### config.mk
export PLATFORM = sky130hd
export DESIGN_NAME = serial_cmd_port
export DESIGN_NICKNAME = d
export VERILOG_FILES = /design/src/rtl/serial_cmd_port.sv
export SDC_FILE = /design/constraint.sdc
export NUM_CORES = 1
export LEC_CHECK = 0
export CELL_PAD_IN_SITES_DETAIL_PLACEMENT = 0
export CELL_PAD_IN_SITES_GLOBAL_PLACEMENT = 1
export CORE_AREA = 8 8 136 138
export DETAILED_ROUTE_END_ITERATION = 8
export DIE_AREA = 0 0 144 146
export PLACE_DENSITY = 0.85
export SYNTH_ARGS = -nofsm -noshare
export SYNTH_HDL_FRONTEND = slang
export SYNTH_SLANG_ARGS = --single-unit
### constraint.sdc
create_clock -name sclk -period 9.6 [get_ports sclk]
set_clock_uncertainty 0.05 [all_clocks]
set_input_delay 1.92 -clock sclk [delete_from_list [all_inputs] [get_ports sclk]]
set_output_delay 1.92 -clock sclk [all_outputs]
set_load 0.02 [all_outputs]
### src/rtl/serial_cmd_port.sv
`timescale 1ns/1ps
module serial_cmd_port #(
  parameter int DATA_W       = 32,
  parameter int CMD_W        = 8,
  parameter int RESYNC_BYTES = 15,
  parameter int GAIN_INT     = 6,
  parameter int GAIN_FRAC    = 24,
  parameter int SRST_BIT     = 29,
  parameter int SHORT_BIT    = 27,
  parameter int VREF_BIT     = 25
) (
  input  logic              sclk,
  input  logic              cs_n,
  input  logic              mosi,
  output logic              miso,
  output logic [DATA_W-1:0] offset_cal,
  output logic [DATA_W-1:0] gain_cal,
  output logic [DATA_W-1:0] cfg_word,
  output logic              input_short,
  output logic              vref_sel
);
  localparam int CNT_W    = $clog2(DATA_W);
  localparam int ONES_MAX = RESYNC_BYTES * 8 + 7;
  localparam int ONES_W   = $clog2(ONES_MAX + 1);
  localparam int GAIN_W   = GAIN_INT + GAIN_FRAC;
  localparam logic [DATA_W-1:0] ONE_W     = {{(DATA_W-1){1'b0}}, 1'b1};
  localparam logic [DATA_W-1:0] GAIN_ONE  = ONE_W << GAIN_FRAC;
  localparam logic [DATA_W-1:0] GAIN_MASK = (ONE_W << GAIN_W) - ONE_W;
  localparam logic [1:0] SEL_OFS  = 2'd0;
  localparam logic [1:0] SEL_GAIN = 2'd1;
  localparam logic [1:0] SEL_CFG  = 2'd2;
  localparam logic [1:0] SEL_NONE = 2'd3;

  typedef enum logic [1:0] {M_CMD, M_WR, M_RD} mode_t;

  mode_t              mode_q;
  logic [CNT_W-1:0]   cnt_q;
  logic [DATA_W-2:0]  sh_q;
  logic [DATA_W-1:0]  tx_q;
  logic [DATA_W-1:0]  offset_q, gain_q, cfg_q;
  logic [1:0]         sel_q;
  logic [ONES_W-1:0]  ones_q;
  logic               miso_q;

  logic [CMD_W-1:0]  cmd_byte;
  logic [DATA_W-1:0] word_in, rd_word;
  logic cmd_ok, resync_hit, last_cmd_bit, last_data_bit, wr_fire, srst_fire;

  assign cmd_byte      = {sh_q[CMD_W-2:0], mosi};
  assign word_in       = {sh_q, mosi};
  assign cmd_ok        = (cmd_byte[CMD_W-1:4] == '0) && !cmd_byte[0] && (cmd_byte[2:1] != SEL_NONE);
  assign resync_hit    = !mosi && (ones_q == ONES_W'(ONES_MAX));
  assign last_cmd_bit  = (mode_q == M_CMD) && (cnt_q == CNT_W'(CMD_W - 1));
  assign last_data_bit = (mode_q != M_CMD) && (cnt_q == CNT_W'(DATA_W - 1));
  assign wr_fire       = !cs_n && !resync_hit && (mode_q == M_WR) && last_data_bit;
  assign srst_fire     = wr_fire && (sel_q == SEL_CFG) && word_in[SRST_BIT];

  always_comb begin
    unique case (cmd_byte[2:1])
      SEL_OFS:  rd_word = offset_q;
      SEL_GAIN: rd_word = gain_q;
      SEL_CFG:  rd_word = cfg_q;
      default:  rd_word = '0;
    endcase
  end

  always_ff @(posedge sclk) begin
    if (!cs_n) begin
      ones_q <= !mosi ? '0 : (ones_q == ONES_W'(ONES_MAX)) ? ones_q : ones_q + 1'b1;
      sh_q   <= word_in[DATA_W-2:0];
      if (resync_hit) begin
        mode_q <= M_CMD;
        cnt_q  <= '0;
      end else if (mode_q == M_CMD) begin
        if (last_cmd_bit) begin
          cnt_q <= '0;
          if (cmd_ok) begin
            sel_q  <= cmd_byte[2:1];
            mode_q <= cmd_byte[3] ? M_RD : M_WR;
            tx_q   <= rd_word;
          end
        end else begin
          cnt_q <= cnt_q + 1'b1;
        end
      end else begin
        cnt_q <= cnt_q + 1'b1;
        tx_q  <= tx_q << 1;
        if (last_data_bit) begin
          mode_q <= M_CMD;
          cnt_q  <= '0;
        end
      end
    end
  end

  always_ff @(posedge sclk) begin
    if (srst_fire) begin
      offset_q <= '0;
      gain_q   <= GAIN_ONE;
      cfg_q    <= '0;
    end else if (wr_fire) begin
      unique case (sel_q)
        SEL_OFS:  offset_q <= word_in;
        SEL_GAIN: gain_q   <= word_in & GAIN_MASK;
        SEL_CFG:  cfg_q    <= word_in;
        default:  ;
      endcase
    end
  end

  always_ff @(negedge sclk) begin
    miso_q <= (!cs_n && mode_q == M_RD) ? tx_q[DATA_W-1] : 1'b0;
  end

  assign miso        = miso_q & !cs_n;
  assign offset_cal  = offset_q;
  assign gain_cal    = gain_q;
  assign cfg_word    = cfg_q;
  assign input_short = cfg_q[SHORT_BIT];
  assign vref_sel    = cfg_q[VREF_BIT];

  AST_RESYNC_TO_CMD: assert property (@(posedge sclk) disable iff (cs_n)
    resync_hit |=> (mode_q == M_CMD && cnt_q == '0));
  AST_ONES_SATURATE: assert property (@(posedge sclk) disable iff (cs_n)
    (ones_q == ONES_W'(ONES_MAX) && mosi) |=> (ones_q == ONES_W'(ONES_MAX)));
  AST_BAD_CMD_STAYS: assert property (@(posedge sclk) disable iff (cs_n)
    (last_cmd_bit && !resync_hit && !cmd_ok) |=> (mode_q == M_CMD && cnt_q == '0));
  AST_CMD_KEEPS_REGS: assert property (@(posedge sclk) disable iff (cs_n)
    (mode_q == M_CMD) |=> ($stable(offset_q) && $stable(gain_q) && $stable(cfg_q)));
  AST_GAIN_TOP_ZERO: assert property (@(posedge sclk) disable iff (cs_n)
    (wr_fire && sel_q == SEL_GAIN) |=> (gain_q[DATA_W-1:GAIN_W] == '0));
  AST_SRST_DEFAULTS: assert property (@(posedge sclk) disable iff (cs_n)
    srst_fire |=> (offset_q == '0 && gain_q == GAIN_ONE && cfg_q == '0));
endmodule

==> impl_metrics.yaml <==
outcome:
  outcome: "finished clean"
pwr:
  p_leak_uw: 0.00313
  power_density_nw_per_um2: 183
  vdd_drop_max_v: 0.000140
finish:
  multi_input_comb_area_um2: 2740
  n_antenna_cell: 0
  syn_to_final_growth_pct: 22.0
  fin_area_um2: 8980
  fin_cells: 1041
  nNetsFinal: 814
  seq_area_um2: 4270
  final_cell_mix: "o21ai_0 (150), clkdlybuf4s50_1 (99), dfxtp_1 (95)"
  final_util_pct: 55.1
  fill_cells: 1426
  final_common_cell: "o21ai_0"
  layout-drive-gt1-share_pct: 7.55
worst_hold_path:
  hp-start: "sh_q[29]"
  hp-class: "reg2reg"
  whs_endpoint: "sh_q[30]"
  hold_path_depth: 0
floorplanning:
  rows: 47
  start_util_pct: 45.2
  fp.dieH_um: 146
  core_um2: 16300
  die_w_um: 144
  dieArea_um2: 21000
  io-pin-count: 102
worst_setup_path:
  startpoint_type: "register"
  crit_required_ns: 7.63
  arrival_ns: 6.26
  r2r-end: "miso_q"
  r2r_start: "mode_q[0]"
  startpoint: "miso_q"
  critPathCaptureType: "output pin"
  worstPathMaxFanout: 1
  reg2reg_depth: 1
  reg2reg_slack_ns: 3.97
  critPathKind: "reg2out"
timing:
  relSlewSlack_pct: 22.2
  worstMarginPinSlew_ns: 1.16
  final-setup-viol-count: 0
  hold_viol: 0
  hold_ws_ns: 0.445
  rsz0062_at_grt: "false"
  slew_viol_final: 0
  tns_ns: 0
logic_synthesis:
  yosysSeqAreaShare_pct: 58.1
  async_flop_share_pct: 0
  ys_types: 45
  synth.top_cell.area_share_pct: 32.2
  synth.top_cells.by_area: "edfxtp_1 (32%), dfxtp_1 (26%), o21ai_0 (10%)"
  avgSynthCellArea_um2: 9.88
  synth_warnings: 0
  syn_area_um2: 7360
  ys.flop_type: "dfxtp_1"
  syn_inst: 745
  synth_edf_count: 79
  ys_seq_elements: 174
  yosysTopAreaCell: "edfxtp_1"
clock_network:
  clock_sinks: 174
  cts_tree: "built"
  cts.reportedPaths.clkPinSlew_ns: 0.06
  cts_root_buf: "clkbuf_16"
  cts_made_buffers: 17
  clk_latency_ns: 0.44
  post_cts_buffers: 0
  ctsHoldBuffers: 0
  htreeDepth: 4
  cts_max_path_buffers: 2
  ctsResizeCount: 0
global_route:
  track_usage_pct: 19.1
  grt_pass1_wl_um: 31500
  grt_max_degree: 97
  grt_pass1_vias: 5841
  grt.overflow.total: 0
  antenna_found_initial: 0
placement:
  place_congestion: 0.762
  place_inst: 1009
  io_buffers: 99
  dp_hpwl_um: 12000
  dpl_cell_area_um2: 8380
drt:
  totalWireLength_um: 19800
  drt_iter0_drc: 543
  ant_nets: 0
  dr.pass1.iters: 6
  avgViaCountPerCell: 5.71
  drc: 0
  dr_total_vias: 5942
  drt-wirelength-per-cell_um: 19.0
job:
  cap_violations: 0
## area by class of cell
type,count,area share [%]
Sequential cell,174,47.6
Multi-Input combinational cell,501,30.6
Timing Repair Buffer,111,12.0
Clock buffer,21,5.37
Tap cell,220,3.07
Clock inverter,12,1.28
Inverter,2,0.0836
## kinds of logic after synthesis
logic type	count (synthesis)	synth area share (%)
mux	32	4.35
other cells	1	0.0509
buf+inv	71	4.96
flops	174	58.1
xor+xnor	7	0.833
simple gates	200	12.8
fa+ha+maj	3	0.510
compound gates	257	18.4
## synth_stat cells (2+ instances only)
| library cell | n |
|---|---|
| nor3_1 | 3 |
| o21ai_0 | 150 |
| clkbuf_2 | 5 |
| o21a_1 | 2 |
| edfxtp_1 | 79 |
| nor2b_1 | 6 |
| mux2i_1 | 32 |
| nand3_1 | 64 |
| nand2_1 | 67 |
| a21oi_2 | 9 |
| and2_1 | 9 |
| a21oi_1 | 87 |
| buf_6 | 7 |
| xnor2_1 | 4 |
| buf_1 | 4 |
| buf_2 | 14 |
| inv_1 | 2 |
| nand3_2 | 2 |
| xor2_1 | 3 |
| dfxtp_1 | 95 |
| ha_1 | 3 |
| clkbuf_1 | 32 |
| o31ai_1 | 2 |
| nor2_1 | 38 |
| buf_4 | 6 |
## critical path, stage by stage (launching register included)
cell	delay, ns
dfxtp_1	0.29
nor2b_1	0.11
clkdlybuf4s50_1	0.61
## routing by layer
| layer | up-vias | track usage [%] | share of wire, % | routed length [µm] |
|---|---|---|---|---|
| met4 | 0 | 7.05 | 1.3 | 253 |
| met3 | 20 | 4.89 | 8.0 | 1580 |
| met5 | - | 0 | 0 | 0 |
| li1 | 2784 | - | - | - |
| met2 | 250 | 30.7 | 48 | 9590 |
| met1 | 2888 | 24.2 | 42 | 8380 |
## worst max-delay path by stage
stage,end,slack [ns]
final,miso,1.37
after global routing,miso,1.32
after CTS,miso,1.35
after detailed placement,miso,1.82
after global placement,miso,1.79
after floorplan,miso,2.22
## per-stage QoR
step                power [µW]  setup WS [ns]
floorplan                  911           2.22
global placement           952           1.79
detailed placement         957           1.82
CTS                       1650           1.35
global route              1690           1.32
finish                    1640           1.37
## power by group
| group | leakage, µW | switching (µW) | internal [µW] |
|---|---|---|---|
| logic | 0.00129 | 69.7 | 41.7 |
| clock network | 0.000299 | 290 | 410 |
| registers | 0.00154 | 22.6 | 806 |
| total | 0.00313 | 382 | 1260 |
## sequential cells by signal, indices dropped and copies added (netlist names)
name / flops
cfg_word: 32
offset_cal: 32
cnt_q: 5
sel_q: 2
gain_cal: 30
sh_q: 31
miso_q: 1
mode_q: 2
tx_q: 32
ones_q: 7
(Power assumes the default switching activity.)
